<file path="config.mk">
export PLATFORM = sky130hd
export DESIGN_NAME = hung_assign_solver
export DESIGN_NICKNAME = d
export VERILOG_FILES = /design/src/rtl/hasg_pkg.sv /design/src/rtl/hasg_seq.sv /design/src/rtl/hasg_port.sv /design/src/rtl/hung_assign_solver.sv
export SDC_FILE = /design/constraint.sdc
export NUM_CORES = 1
export LEC_CHECK = 0
export CAP_MARGIN = 30
export CORE_ASPECT_RATIO = 0.6
export CORE_MARGIN = 2
export CORE_UTILIZATION = 40
export CTS_BUF_LIST = sky130_fd_sc_hd__clkbuf_8
export DETAILED_ROUTE_END_ITERATION = 8
export DONT_BUFFER_PORTS = 1
export PLACE_DENSITY = 0.56
export SYNTH_ARGS = -nofsm -noshare
export SYNTH_HDL_FRONTEND = slang
export SYNTH_SLANG_ARGS = --single-unit
export TNS_END_PERCENT = 10
</file>
<file path="constraint.sdc">
create_clock -name clk -period 5 [get_ports clk]
set_input_delay 0.75 -clock clk [delete_from_list [all_inputs] [get_ports clk]]
set_output_delay 0.75 -clock clk [all_outputs]
set_load 0.05 [all_outputs]
</file>
<file path="src/rtl/hasg_pkg.sv">
package hasg_pkg;

    // Controller states: each memory read is split into an address state
    // and a following state that consumes the returned word.
    typedef enum logic [5:0] {
        ST_IDLE,
        ST_INIT_U, ST_INIT_V, ST_INIT_P, ST_INIT_W,
        ST_ROW_P0, ST_CLR_T, ST_CLR_L,
        ST_MARK, ST_RD_P0, ST_GOT_P0, ST_RD_U, ST_GOT_U,
        ST_SC_T, ST_SC_TA, ST_SC_AV, ST_SC_VL, ST_SC_LC,
        ST_SC_WL, ST_SC_WW, ST_SC_CMP, ST_SC_NX,
        ST_UP_T, ST_UP_TG, ST_UP_P, ST_UP_VG, ST_UP_VW,
        ST_UP_UR, ST_UP_UG, ST_UP_UW,
        ST_UP_LR, ST_UP_LG, ST_UP_LW, ST_UP_NX,
        ST_END_RD, ST_END_G,
        ST_AUG_RW, ST_AUG_GW, ST_AUG_RP, ST_AUG_GP, ST_AUG_WP,
        ST_ROW_NX, ST_DONE
    } state_t;

    // Memory regions, carried in the top three address bits.
    typedef enum logic [2:0] {
        RG_COST  = 3'd0,
        RG_UPOT  = 3'd1,
        RG_VPOT  = 3'd2,
        RG_PAIR  = 3'd3,
        RG_PRED  = 3'd4,
        RG_SLACK = 3'd5,
        RG_USED  = 3'd6
    } region_t;

    localparam int REGION_W = 3;

    // Largest positive value of a signed word, used as "infinity".
    function automatic int unsigned inf_mag(input int unsigned width);
        return (32'd1 << (width - 1)) - 32'd1;
    endfunction

endpackage

</file>
<file path="src/rtl/hasg_seq.sv">
module hasg_seq
    import hasg_pkg::*;
#(
    parameter int IDX_W  = 3,
    parameter int DATA_W = 16
) (
    input  logic                     clk,
    input  logic                     rst,
    input  logic                     start_i,
    input  logic [IDX_W-1:0]         n_i,
    input  logic [IDX_W-1:0]         m_i,
    input  logic signed [DATA_W-1:0] rdata_i,
    output state_t                   st_o,
    output logic [IDX_W-1:0]         m_o,
    output logic [IDX_W-1:0]         i_o,
    output logic [IDX_W-1:0]         j_o,
    output logic [IDX_W-1:0]         j0_o,
    output logic [IDX_W-1:0]         j1_o,
    output logic [IDX_W-1:0]         i0_o,
    output logic [IDX_W-1:0]         pj_o,
    output logic [IDX_W-1:0]         jw_o,
    output logic signed [DATA_W-1:0] cur_o,
    output logic signed [DATA_W-1:0] tmp_o,
    output logic                     err_o
);
    localparam logic signed [DATA_W-1:0] INF = DATA_W'(inf_mag(DATA_W));

    state_t                   st;
    logic [IDX_W-1:0]         n_q, m_q, i_q, j_q, j0_q, j1_q, i0_q, pj_q, jw_q;
    logic signed [DATA_W-1:0] ui0_q, cur_q, lj_q, delta_q, tmp_q;
    logic                     err_q;
    logic [IDX_W-1:0]         rd_idx;
    logic                     rd_nz;

    assign rd_idx = rdata_i[IDX_W-1:0];
    assign rd_nz  = (rdata_i != '0);

    always_ff @(posedge clk or posedge rst) begin
        if (rst) begin
            st <= ST_IDLE;
            n_q <= '0; m_q <= '0; i_q <= '0; j_q <= '0;
            j0_q <= '0; j1_q <= '0; i0_q <= '0; pj_q <= '0; jw_q <= '0;
            ui0_q <= '0; cur_q <= '0; lj_q <= '0; delta_q <= '0; tmp_q <= '0;
            err_q <= 1'b0;
        end else begin
            unique case (st)
                ST_IDLE: if (start_i) begin
                    if (n_i > m_i) begin
                        err_q <= 1'b1;
                        st    <= ST_DONE;
                    end else begin
                        err_q <= 1'b0;
                        n_q   <= n_i;
                        m_q   <= m_i;
                        j_q   <= '0;
                        st    <= ST_INIT_U;
                    end
                end
                // clear potentials, pairing and predecessors over 0..m
                ST_INIT_U: st <= ST_INIT_V;
                ST_INIT_V: st <= ST_INIT_P;
                ST_INIT_P: st <= ST_INIT_W;
                ST_INIT_W: begin
                    if (j_q == m_q) begin
                        if (n_q == '0) st <= ST_DONE;
                        else begin
                            i_q <= IDX_W'(1);
                            st  <= ST_ROW_P0;
                        end
                    end else begin
                        j_q <= j_q + 1'b1;
                        st  <= ST_INIT_U;
                    end
                end
                // per-row setup: control slot gets the row, flags and slacks reset
                ST_ROW_P0: begin
                    j_q <= IDX_W'(1);
                    st  <= ST_CLR_T;
                end
                ST_CLR_T: st <= ST_CLR_L;
                ST_CLR_L: begin
                    if (j_q == m_q) begin
                        j0_q <= '0;
                        st   <= ST_MARK;
                    end else begin
                        j_q <= j_q + 1'b1;
                        st  <= ST_CLR_T;
                    end
                end
                // one step of path growth
                ST_MARK:   st <= ST_RD_P0;
                ST_RD_P0:  st <= ST_GOT_P0;
                ST_GOT_P0: begin
                    i0_q <= rd_idx;
                    st   <= ST_RD_U;
                end
                ST_RD_U:   st <= ST_GOT_U;
                ST_GOT_U: begin
                    ui0_q   <= rdata_i;
                    delta_q <= INF;
                    j1_q    <= '0;
                    j_q     <= IDX_W'(1);
                    st      <= ST_SC_T;
                end
                // slack scan over unused columns
                ST_SC_T:  st <= ST_SC_TA;
                ST_SC_TA: st <= rd_nz ? ST_SC_NX : ST_SC_AV;
                ST_SC_AV: begin
                    cur_q <= rdata_i - ui0_q;
                    st    <= ST_SC_VL;
                end
                ST_SC_VL: begin
                    cur_q <= cur_q - rdata_i;
                    st    <= ST_SC_LC;
                end
                ST_SC_LC: begin
                    if (cur_q < rdata_i) begin
                        lj_q <= cur_q;
                        st   <= ST_SC_WL;
                    end else begin
                        lj_q <= rdata_i;
                        st   <= ST_SC_CMP;
                    end
                end
                ST_SC_WL: st <= ST_SC_WW;
                ST_SC_WW: st <= ST_SC_CMP;
                ST_SC_CMP: begin
                    if (lj_q < delta_q) begin
                        delta_q <= lj_q;
                        j1_q    <= j_q;
                    end
                    st <= ST_SC_NX;
                end
                ST_SC_NX: begin
                    if (j_q == m_q) begin
                        j_q <= '0;
                        st  <= ST_UP_T;
                    end else begin
                        j_q <= j_q + 1'b1;
                        st  <= ST_SC_T;
                    end
                end
                // potential / slack update over 0..m
                ST_UP_T:  st <= ST_UP_TG;
                ST_UP_TG: st <= rd_nz ? ST_UP_P : ST_UP_LR;
                ST_UP_P: begin
                    pj_q <= rd_idx;
                    st   <= ST_UP_VG;
                end
                ST_UP_VG: begin
                    tmp_q <= rdata_i - delta_q;
                    st    <= ST_UP_VW;
                end
                ST_UP_VW: st <= ST_UP_UR;
                ST_UP_UR: st <= ST_UP_UG;
                ST_UP_UG: begin
                    tmp_q <= rdata_i + delta_q;
                    st    <= ST_UP_UW;
                end
                ST_UP_UW: st <= ST_UP_NX;
                ST_UP_LR: st <= ST_UP_LG;
                ST_UP_LG: begin
                    tmp_q <= rdata_i - delta_q;
                    st    <= ST_UP_LW;
                end
                ST_UP_LW: st <= ST_UP_NX;
                ST_UP_NX: begin
                    if (j_q == m_q) begin
                        j0_q <= j1_q;
                        st   <= ST_END_RD;
                    end else begin
                        j_q <= j_q + 1'b1;
                        st  <= ST_UP_T;
                    end
                end
                ST_END_RD: st <= ST_END_G;
                ST_END_G:  st <= rd_nz ? ST_MARK : ST_AUG_RW;
                // walk predecessor links back and shift the pairing
                ST_AUG_RW: st <= ST_AUG_GW;
                ST_AUG_GW: begin
                    jw_q <= rd_idx;
                    st   <= ST_AUG_RP;
                end
                ST_AUG_RP: st <= ST_AUG_GP;
                ST_AUG_GP: begin
                    tmp_q <= rdata_i;
                    st    <= ST_AUG_WP;
                end
                ST_AUG_WP: begin
                    j0_q <= jw_q;
                    st   <= (jw_q == '0) ? ST_ROW_NX : ST_AUG_RW;
                end
                ST_ROW_NX: begin
                    if (i_q == n_q) st <= ST_DONE;
                    else begin
                        i_q <= i_q + 1'b1;
                        st  <= ST_ROW_P0;
                    end
                end
                ST_DONE: st <= ST_IDLE;
                default: st <= ST_IDLE;
            endcase
        end
    end

    assign st_o  = st;
    assign m_o   = m_q;
    assign i_o   = i_q;
    assign j_o   = j_q;
    assign j0_o  = j0_q;
    assign j1_o  = j1_q;
    assign i0_o  = i0_q;
    assign pj_o  = pj_q;
    assign jw_o  = jw_q;
    assign cur_o = cur_q;
    assign tmp_o = tmp_q;
    assign err_o = err_q;

endmodule

</file>
<file path="src/rtl/hasg_port.sv">
module hasg_port
    import hasg_pkg::*;
#(
    parameter int IDX_W  = 3,
    parameter int DATA_W = 16,
    localparam int ADDR_W = REGION_W + 2 * IDX_W
) (
    input  state_t                   st_i,
    input  logic [IDX_W-1:0]         i_i,
    input  logic [IDX_W-1:0]         j_i,
    input  logic [IDX_W-1:0]         j0_i,
    input  logic [IDX_W-1:0]         j1_i,
    input  logic [IDX_W-1:0]         i0_i,
    input  logic [IDX_W-1:0]         pj_i,
    input  logic [IDX_W-1:0]         jw_i,
    input  logic signed [DATA_W-1:0] cur_i,
    input  logic signed [DATA_W-1:0] tmp_i,
    output logic [ADDR_W-1:0]        addr_o,
    output logic signed [DATA_W-1:0] wdata_o,
    output logic                     we_o
);
    localparam logic signed [DATA_W-1:0] INF = DATA_W'(inf_mag(DATA_W));

    region_t          rg;
    logic [IDX_W-1:0] hi, lo;

    // Moore decode: address, data and strobe from state and registers only
    always_comb begin
        rg      = RG_COST;
        hi      = '0;
        lo      = '0;
        wdata_o = '0;
        we_o    = 1'b0;
        unique case (st_i)
            ST_INIT_U: begin rg = RG_UPOT;  lo = j_i; we_o = 1'b1; end
            ST_INIT_V: begin rg = RG_VPOT;  lo = j_i; we_o = 1'b1; end
            ST_INIT_P: begin rg = RG_PAIR;  lo = j_i; we_o = 1'b1; end
            ST_INIT_W: begin rg = RG_PRED;  lo = j_i; we_o = 1'b1; end
            ST_ROW_P0: begin rg = RG_PAIR;  wdata_o = DATA_W'(i_i); we_o = 1'b1; end
            ST_CLR_T:  begin rg = RG_USED;  lo = j_i; we_o = 1'b1; end
            ST_CLR_L:  begin rg = RG_SLACK; lo = j_i; wdata_o = INF; we_o = 1'b1; end
            ST_MARK:   begin rg = RG_USED;  lo = j0_i; wdata_o = DATA_W'(1); we_o = 1'b1; end
            ST_RD_P0:  begin rg = RG_PAIR;  lo = j0_i; end
            ST_RD_U:   begin rg = RG_UPOT;  lo = i0_i; end
            ST_SC_T:   begin rg = RG_USED;  lo = j_i; end
            ST_SC_TA:  begin rg = RG_COST;  hi = i0_i; lo = j_i; end
            ST_SC_AV:  begin rg = RG_VPOT;  lo = j_i; end
            ST_SC_VL:  begin rg = RG_SLACK; lo = j_i; end
            ST_SC_WL:  begin rg = RG_SLACK; lo = j_i; wdata_o = cur_i; we_o = 1'b1; end
            ST_SC_WW:  begin rg = RG_PRED;  lo = j_i; wdata_o = DATA_W'(j0_i); we_o = 1'b1; end
            ST_UP_T:   begin rg = RG_USED;  lo = j_i; end
            ST_UP_TG:  begin rg = RG_PAIR;  lo = j_i; end
            ST_UP_P:   begin rg = RG_VPOT;  lo = j_i; end
            ST_UP_VW:  begin rg = RG_VPOT;  lo = j_i; wdata_o = tmp_i; we_o = 1'b1; end
            ST_UP_UR:  begin rg = RG_UPOT;  lo = pj_i; end
            ST_UP_UW:  begin rg = RG_UPOT;  lo = pj_i; wdata_o = tmp_i; we_o = 1'b1; end
            ST_UP_LR:  begin rg = RG_SLACK; lo = j_i; end
            ST_UP_LW:  begin rg = RG_SLACK; lo = j_i; wdata_o = tmp_i; we_o = 1'b1; end
            ST_END_RD: begin rg = RG_PAIR;  lo = j0_i; end
            ST_AUG_RW: begin rg = RG_PRED;  lo = j0_i; end
            ST_AUG_RP: begin rg = RG_PAIR;  lo = jw_i; end
            ST_AUG_WP: begin rg = RG_PAIR;  lo = j0_i; wdata_o = tmp_i; we_o = 1'b1; end
            default: ;
        endcase
    end

    assign addr_o = {rg, hi, lo};

    logic unused_j1;
    assign unused_j1 = ^j1_i;

endmodule

</file>
<file path="src/rtl/hung_assign_solver.sv">
module hung_assign_solver
    import hasg_pkg::*;
#(
    parameter int MAX_DIM = 7,
    parameter int DATA_W  = 16,
    localparam int IDX_W  = $clog2(MAX_DIM + 1),
    localparam int ADDR_W = REGION_W + 2 * IDX_W
) (
    input  logic                     clk,
    input  logic                     rst,
    input  logic                     start_i,
    input  logic [IDX_W-1:0]         n_rows_i,
    input  logic [IDX_W-1:0]         n_cols_i,
    output logic                     done_o,
    output logic                     err_o,
    output logic [ADDR_W-1:0]        mem_addr_o,
    output logic signed [DATA_W-1:0] mem_wdata_o,
    output logic                     mem_we_o,
    input  logic signed [DATA_W-1:0] mem_rdata_i
);
    state_t                   state;
    logic [IDX_W-1:0]         m_q, i_q, j_q, j0_q, j1_q, i0_q, pj_q, jw_q;
    logic signed [DATA_W-1:0] cur_q, tmp_q;

    hasg_seq #(.IDX_W(IDX_W), .DATA_W(DATA_W)) u_seq (
        .clk     (clk),
        .rst     (rst),
        .start_i (start_i),
        .n_i     (n_rows_i),
        .m_i     (n_cols_i),
        .rdata_i (mem_rdata_i),
        .st_o    (state),
        .m_o     (m_q),
        .i_o     (i_q),
        .j_o     (j_q),
        .j0_o    (j0_q),
        .j1_o    (j1_q),
        .i0_o    (i0_q),
        .pj_o    (pj_q),
        .jw_o    (jw_q),
        .cur_o   (cur_q),
        .tmp_o   (tmp_q),
        .err_o   (err_o)
    );

    hasg_port #(.IDX_W(IDX_W), .DATA_W(DATA_W)) u_port (
        .st_i    (state),
        .i_i     (i_q),
        .j_i     (j_q),
        .j0_i    (j0_q),
        .j1_i    (j1_q),
        .i0_i    (i0_q),
        .pj_i    (pj_q),
        .jw_i    (jw_q),
        .cur_i   (cur_q),
        .tmp_i   (tmp_q),
        .addr_o  (mem_addr_o),
        .wdata_o (mem_wdata_o),
        .we_o    (mem_we_o)
    );

    assign done_o = (state == ST_DONE);

endmodule

</file>
# --- Word-level counts from Yosys, hierarchy flattened ---
# Cells that the tools add are included.
# Widths: inputs -> output; s select.
classes:
  add_sub_neg: 6
  order_cmp: 3
  eq_ne: 53
  muxes: 39
  bitwise: 1
  reduce_logical: 31
ops:
  columns: ["cell", "count"]
  rows:
  - ["$pmux 6 s41", 1]
  - ["$eq 6x5->1 const B", 16]
  - ["$pmux 16 s6", 1]
  - ["$eq 6x6->1 const B", 11]
  - ["$pmux 16 s2", 2]
  - ["$eq 6x4->1 const B", 8]
  - ["$pmux 16 s3", 1]
  - ["$sub 16x16->16", 3]
  - ["$mux 6", 7]
  - ["$mux 3", 13]
  - ["$lt 16x16->1", 2]
  - ["$mux 16", 2]
  - ["$eq 6x3->1 const B", 4]
  - ["$pmux 3 s6", 1]
  - ["$reduce_or 18->1", 1]
  - ["$add 16x16->16", 1]
  - ["$reduce_bool 16->1", 1]
  - ["$reduce_or 4->1", 4]
  - ["$pmux 3 s5", 1]
  - ["$ne 2x2->1 const B", 7]
  - ["$reduce_or 14->1", 1]
  - ["$eq 6x2->1 const B", 2]
  - ["$pmux 3 s2", 2]
  - ["$pmux 3 s4", 1]
  - ["other kinds (22)", 40]
word_totals:
  register_bits: 114
  inputBits: 25
  out_inout_bits: 28
  wordCells: 149

# --- Depth between registers and ports, before layout ---
# Gate-level depths: netlist (run 1).
depth:
  depth_word: 4
  mapped_depth: 16
  mapped_depth_nobuf: 16

# --- Cells and area by module ---
# A second synthesis (run 1) with hierarchy kept.
hier_totals:
  hier_cells: 1106
  area_unflattened_um2: 9200.1
by_module_without_submodules:
  columns: ["mod", "n_inst", "cells_per_inst", "area_each_um2", "seq_area_each_um2"]
  rows:
  - ["hasg_seq", 1, 974, 8284.2, 2852.7]
  - ["hasg_port", 1, 130, 892.1, 0.0]
  - ["hung_assign_solver", 1, 2, 23.8, 0.0]

# --- Least setup slack after synthesis (run 1) ---
# Ideal clock, no wire load.
synth_timing:
  kind: "reg-to-output"
  from: "register u_seq.st[3] (netlist: u_seq.st_o[3])"
  to: "output mem_we_o"
  t_arrival_ns: 2.467
  path_slack_ns: 1.783
  path_stages_with_launch: 8
  n_path_buf: 3
  cell_sequence: "dfrtp_1 > buf_2 > buf_2 > buf_1 > or2_2 > o21ai_0 > a222oi_1 > o21ai_0"
synth_between:
  elab_chain_len: 3
  elab_cells_between_ends: 16
synth_lines:
  columns: ["element", "line", "source"]
  rows:
  - ["start, declared", "hasg_seq.sv:28", "state_t st;"]
  - ["start signal, assigned", "hasg_seq.sv:107", "ST_SC_TA: st <= rd_nz ? ST_SC_NX : ST_SC_AV;"]
  - ["$eq 6x3->1 (tied with other cells)", "hasg_port.sv:34", "unique case (st_i)"]
  - ["$reduce_or 14->1 (no source line) *", null, null]
  - ["$mux 1 *", "hasg_port.sv:34", null]
  - ["end, declared", "hung_assign_solver.sv:18", "output logic mem_we_o,"]
# Mark *: on every way between the ends. The rest lies on a longest branch, timed or not.

# --- Worst setup path in the final report (run 1) ---
layout_timing:
  from: "register u_seq.st[4] (netlist: u_seq.st_o[4])"
  to: "output mem_wdata_o[4]"
layout_between:
  elab_chain_len: 3
  elab_cells_between_ends: 11
layout_lines:
  columns: ["element", "line", "source"]
  rows:
  - ["$eq 6x5->1 or $eq 6x6->1 (tied branches)", "hasg_port.sv:34", null]
  - ["$reduce_or 4->1 (no source line)", null, null]
  - ["$pmux 16 s6 *", "hasg_port.sv:34", null]
  - ["end, declared", "hung_assign_solver.sv:17", "output logic signed [DATA_W-1:0] mem_wdata_o,"]
# Marks and branches as above.

==> results of run 1 <==
## worst max-delay path: cells and delay by family (launching register included)
| kind | cells | cell delay [ns] |
|---|---|---|
| AND/OR/NAND/NOR | 3 | 1.18 |
| flip-flops | 1 | 0.66 |
| AO/OA/AOI/OAI | 1 | 0.65 |
| buffers and inverters | 1 | 0.31 |
## through the flow
| step | util [%] | instance area [µm²] |
|---|---|---|
| 2_1_floorplan | - | 9170 |
| 3_3_place_gp | 42.5 | 9480 |
| 3_5_place_dp | 42.7 | 9510 |
| 4_1_cts | 44.7 | 9970 |
| 5_1_grt | 44.7 | 9970 |
| 6_report | 44.7 | 9970 |
## cells in the final DEF (no fill, tap or decap), drive strengths merged, types with 4 or more instances in the layout
| cell | count |
|---|---|
| nand2 | 175 |
| dfrtp | 114 |
| nor2 | 99 |
| o21ai | 99 |
| a21oi | 78 |
| inv | 70 |
| ha | 67 |
| xnor2 | 39 |
| a31oi | 33 |
| nand3 | 26 |
| xor2 | 25 |
| nor3 | 23 |
| mux2 | 23 |
| nand2b | 19 |
| buf | 19 |
| clkbuf | 18 |
| a21o | 16 |
| nor2b | 14 |
| a221o | 14 |
| a22oi | 12 |
| mux2i | 12 |
| o31ai | 11 |
| o21a | 9 |
| a211oi | 9 |
| nand4 | 9 |
| o211ai | 7 |
| nor4 | 7 |
| o22ai | 6 |
| o221ai | 6 |
| and3 | 5 |
| bufinv | 5 |
| clkinv | 5 |
| or3 | 4 |
| a211o | 4 |
| o21bai | 4 |
| nand3b | 4 |
| o32ai | 4 |
| a222oi | 4 |
## power by group through the flow
stage          clock, µW  combinational (µW)  sequential [µW]
2_1_floorplan          0                2600             1530
3_3_place_gp           0                3200             1760
3_5_place_dp           0                3250             1760
4_1_cts             1050                3270             1750
5_1_grt             1090                3680             1810
6_report            1030                3330             1760
## flip-flops by register name (all words and copies together), names as in the netlist
name,cells
u_seq.i_o,3
u_seq.cur_o,16
u_seq.j0_o,3
u_seq.m_o,3
u_seq.tmp_o,16
u_seq.delta_q,16
u_seq.st_o,6
u_seq.j1_o,3
u_seq.jw_o,3
u_seq.lj_q,16
u_seq.i0_o,3
u_seq.pj_o,3
u_seq.ui0_q,16
u_seq.err_o,1
u_seq.n_q,3
u_seq.j_o,3
## worst max-delay path by stage
stage / cells after the start / slack, ns / from / end
after global routing: 13 / 0.74 / u_seq.st_o[5] / u_seq.tmp_o[13]
after CTS: 4 / 1.04 / u_seq.st_o[0] / mem_wdata_o[4]
after detailed placement: 13 / 1.27 / u_seq.st_o[5] / u_seq.tmp_o[15]
after floorplan: 1 / 1.23 / rst / u_seq.cur_o[0]
after global placement: 13 / 1.40 / u_seq.st_o[5] / u_seq.tmp_o[13]
final: 5 / 0.99 / u_seq.st_o[4] / mem_wdata_o[4]
## cell families after synthesis
| group | Yosys count | share of synthesized area (%) |
|---|---|---|
| mux | 35 | 4.38 |
| fa+ha+maj | 70 | 9.80 |
| buf+inv | 117 | 5.15 |
| simple gates | 399 | 19.5 |
| xor+xnor | 64 | 6.11 |
| compound gates | 342 | 23.9 |
| flops | 114 | 31.1 |
## metal layers
metal	vias to the layer above	GRT usage, %	share of wire [%]
met3	24	8.78	12
met2	427	31.6	36
met5	-	0	0
met4	0	5.32	0.83
li1	4077	-	-
met1	4022	42.6	51
## layout make-up
class | instances | share of cell area [%]
clock inverter | 13 | 2.10
clock buffer | 18 | 2.48
multi-input combinational | 910 | 58.8
sequential | 114 | 28.6
tap | 308 | 3.86
inverter | 70 | 2.66
timing repair buffer | 19 | 1.47
==> run metrics, run 1 <==
Filler Cell Count around 2,300; RSZ-0062 raised after global routing no; Max rail drop VDD 259 µV; Power Internal ~3100 µW; initial antenna violation count 0; initial core utilization 41.1%; I/O pin total 53; predominant post-synthesis flop cell dfrtp_1; hold_buf cts 0; pins over their slew limit 0; worst min-delay path class in -> async; Comb power frac a little over half; minimum clock period about 4 ns; post-route non-filler standard cell count ~1,500; final worst slack approximately 0.99 ns; post-detail-place hpwl about 23 mm; Slew HR between 30% and 40%; Tot Pwr approximately 6000 µW; status completed; endpoint type of the worst setup path output pin; worst-skew pair later-pin latency about 0.46 ns; CTS buffer count 17; Max Freq 249 MHz; Critical R2R Launch u_seq.st_o[5]; chip width around 200 µm; Inserted Diodes 0; die area approximately 24,000 µm²; leading cell types by count after synthesis nand2_1 (175), dfrtp_1 (114), o21ai_0 (98); top-area cell type share of the netlist area 31.1%; core area roughly 22,000 µm²; fraction of layout cells with a size suffix above 1 7.95%; Worst path most repeated cell nor2_1; Hold Violations, Final 0; Cells after DPL 1,421; Die Y-Extent 121 µm; Clock Root Buffer clkbuf_8; Switching Power about 3000 µW; wire length per cell between 20 and 25 µm; GRT Total Usage 26.1%; via count roughly 8,600; Final Cycle Share about four fifths; slowest stage cell, crit path nor2_1; Layout Nets about 1,200; crit path DAT between 3 and 4 ns; number of global-route vias before repair between 7,000 and 8,000; first-pass GRT wire length 47.2 mm; worst-path cell chain inv_1 -> nor2_1 -> nand2_1 -> nor2_1 -> a221o_1; R2R setup slack 1.20 ns; Clock Sinks 114; Post-Syn Nets about 1,200; Startpoint Class register; Synth Area per Inst ~8 µm²; drt drc 0; PD cells about 610 nW/µm²; LEAKAGE 0.00434 µW; routed wire length 29.9 mm; reg2reg path depth 13; clk_skew 0.0104 ns; synth top area cells dfrtp_1 (31%), ha_1 (9.1%), nand2_1 (7.2%), o21ai_0 (5.4%), a21oi_1 (4.2%); worst-path fanout max 18; register bit total from synthesis 114; Switching Share 49.1%; multi-input logic area between 5000 and 6000 µm²; Slowest Stage Delay on Critical Path 0.78 ns; max cap viols 0; pre-CTS setup slack ~1.3 ns; Synth Cell Area roughly 9200 µm²; Pre-antenna DRT Iters 6; CTS tree yes; Reg power frac 28.8%; DRT iter0 DRCs approximately 1,300; gr ovfl total 0; register area share after synthesis slightly above 30%; Slew @ Worst Pin 1.01 ns; Clock H-tree levels 4; DRT antenna net count 0; Ys Warns 0; pin count of the biggest net entering global routing between 50 and 60; post-cts resize count 0; Rows 42; Hold WS between 0.2 and 0.3 ns; port bufs 0; RePlAce Congestion roughly 0.95; register clock-pin slew on the reported worst setup and hold paths ~0.080 ns; Clock Power Share between 10% and 20%; Reg area about 2900 µm²; area leader, netlist dfrtp_1; # Post-CTS Setup Buffers 0; number of synthesized flops with an enable pin 0; vias per inst about 6; Distinct cells, synth between 70 and 80; Post-synth ARST share between 90% and 100%; WP data required between 4 and 5 ns; Setup violations, final 0; CTS Buffer Depth 2; Area Growth Syn to Fin 8.76%; r2r endpoint u_seq.tmp_o[13]; critical path class reg -> out; Gate Count Post-Synth 1,141; top-count cell post-synth nand2_1; final setup TNS 0 ns
No activity file was read; power rests on OpenSTA's default activity.
==> inputs of run 2 (changes only) <==
Clock period 5 ns to 4 ns, I/O delays scaled along.
==> run 2 against run 1 <==
Clock skew increased by 0.0036 ns. Combinational power increased by 28%. Non-clock buffer count increased by 13. Cell count increased by 0.96%. Largest power group unchanged. Largest cell class unchanged. Critical path depth increased by 1. Power increased by 22%. First-iteration DRC count decreased by 19%. Routed wire length increased by 2.5%. Register-to-register slack got worse by 0.65 ns. Count of clock-buffer cells in the layout unchanged. Final area increased by 0.15%. Clock power increased by 5%.
==> run metrics, run 2 (synthesized netlist as in run 1, its figures left out) <==
slowest stage cell, crit path buf_4; crit path DAT 3.13 ns (-0.13 ns); Slew HR 33.3% (+1.4 points); CTS tree yes; Layout Nets 1,240 (+1.1%); die area 24,200 µm² (unchanged); register clock-pin slew on the reported worst setup and hold paths 0.08 ns (about the same); worst-path fanout max 39 (+21); via count 8,623 (+0.85%); Switching Share 50.9% (+1.8 points); final instance area 9990 µm² (+0.15%); post-route non-filler standard cell count 1,466 (+0.96%); Rows 42 (unchanged); pin count of the biggest net entering global routing 60 (+7.1%); most common cell after layout, fill and taps aside nand2_1; final setup TNS 0 ns (unchanged); DRT antenna net count 0 (unchanged); Critical R2R Launch u_seq.st_o[1]; minimum clock period 3.73 ns; Cells after DPL 1,434 (+0.91%); Max rail drop VDD 474 µV (+83%); CTS Buffer Depth 2 (unchanged); I/O pin total 53 (unchanged); clk_skew 0.0140 ns (+0.00359 ns); Pre-antenna DRT Iters 5 (-1); Clock Sinks 114 (unchanged); Slowest Stage Delay on Critical Path 0.44 ns (-0.34 ns); Clock Power Share 14.4% (-2.4 points); Startpoint Class register; initial antenna violation count 0 (unchanged); fraction of layout cells with a size suffix above 1 9.07% (+1.1 points); RePlAce Congestion 0.986 (+3.3%); worst-skew pair later-pin latency 0.48 ns (+0.02 ns); Inserted Diodes 0 (unchanged); R2R setup slack 0.55 ns (-0.65 ns); post-detail-place hpwl 23.4 mm (+1.5%); Slew @ Worst Pin 0.998 ns (-0.0158 ns); post-cts resize count 0 (unchanged); RSZ-0062 raised after global routing no; Power Internal 3680 µW (+18%); # Post-CTS Setup Buffers 0 (unchanged); Buf+Inv Stages, Crit Path 2 (+1); worst-path cell chain buf_4 -> clkinv_1 -> nand2_1 -> nor2_1 -> a222oi_1 -> nand2_1; Worst path most repeated cell nand2_1; Area Growth Syn to Fin 8.93%; wire length per cell 20.9 µm (+1.5%); routed wire length 30.7 mm (+2.5%); status completed; GRT Total Usage 26.7% (+0.61 points); DRT iter0 DRCs 1,016 (-19%); PD cells 749 nW/µm² (+22%); critical path class reg -> out; Switching Power 3800 µW (+27%); endpoint type of the worst setup path output pin; pins over their slew limit 0 (unchanged); CP delay by family, top simple AND/OR/NAND/NOR gates; worst min-delay path class in -> async; Reg power frac 28.7% (about the same); vias per inst 5.88 (-0.11%); Cell Area, Placed 9610 µm² (+0.99%); max cap viols 0 (unchanged); core area 22,300 µm² (unchanged); Finished Core Util 44.8% (+0.067 points); port bufs 0 (unchanged); r2r endpoint u_seq.tmp_o[13]; drt drc 0 (unchanged); chip width 199 µm (unchanged); CTS buffer count 17 (unchanged); Max Freq about 270 MHz; number of global-route vias before repair 7,878 (+0.69%); most frequent cells in the layout nand2_1 (175), dfrtp_1 (114), nor2_1 (96), o21ai_0 (96), a21oi_1 (77); Tot Pwr 7480 µW (+22%); initial core utilization 41.1% (unchanged); first-pass GRT wire length 48.0 mm (+1.7%); Setup violations, final 0 (unchanged); Comb power frac 56.9% (+2.5 points); gr ovfl total 0 (unchanged); Die Y-Extent 121 µm (unchanged); Clock Root Buffer clkbuf_8; hold_buf cts 0 (unchanged); WP data required 3.40 ns (-0.85 ns); Final Cycle Share just over 90%; LEAKAGE 0.00436 µW (+0.48%); Clock H-tree levels 4 (unchanged); Hold Violations, Final 0 (unchanged); reg2reg path depth 13 (unchanged)
==> run 2: worst register-to-register path: cells and delay by family, from the launching register on <==
kind	cells	cell delay, ns
compound gates	6	1.19
xor+xnor	2	0.34
fa+ha+maj	1	0.20
buf+inv	1	0.34
flops	1	0.47
simple gates	3	0.76
==> run 2: power by group through the flow <==
stage          registers (µW)  logic, µW  clock network (µW)
2_1_floorplan            1910       3250                   0
3_3_place_gp             2150       4130                   0
3_5_place_dp             2140       4150                   0
4_1_cts                  2120       4170                1100
5_1_grt                  2200       4690                1160
6_report                 2150       4250                1080
==> run 2: metal layers <==
layer	global-route usage (%)	vias to the layer above	share of wire [%]	wire length, µm
met1	44.4	4116	52	15900
met4	4.68	0	0.81	248
met3	9.12	25	11	3450
met2	31.4	383	36	11000
met5	0.871	-	0	0
li1	-	4099	-	-
==> run 2: worst max-delay path by stage <==
stage,startpoint,end,slack (ns),depth (start not counted)
final,u_seq.st_o[0],mem_addr_o[0],0.27,6
after CTS,u_seq.st_o[0],mem_addr_o[0],0.30,6
after global routing,u_seq.st_o[0],mem_addr_o[2],0.14,6
after floorplan,rst,u_seq.cur_o[0],0.38,1
after detailed placement,u_seq.st_o[1],u_seq.tmp_o[15],0.64,13
after global placement,mem_rdata_i[0],u_seq.cur_o[12],0.72,10
==> run 2: area by class of cell <==
| type | instances | area (µm²) |
|---|---|---|
| inverter | 70 | 265 |
| fill | 2229 | 12300 |
| multi-input combinational | 910 | 5860 |
| tap | 308 | 385 |
| sequential | 114 | 2850 |
| clock inverter | 14 | 130 |
| timing repair buffer | 32 | 240 |
| clock buffer | 18 | 248 |
==> run 2: stage by stage <==
| step | setup WS (ns) | hold slack, ns |
|---|---|---|
| 4_1_cts | 0.301 | 0.143 |
| 6_report | 0.272 | 0.142 |
| 3_3_place_gp | 0.722 | 0.465 |
| 3_5_place_dp | 0.643 | 0.473 |
| 5_1_grt | 0.139 | 0.167 |
| 2_1_floorplan | 0.384 | 0.450 |
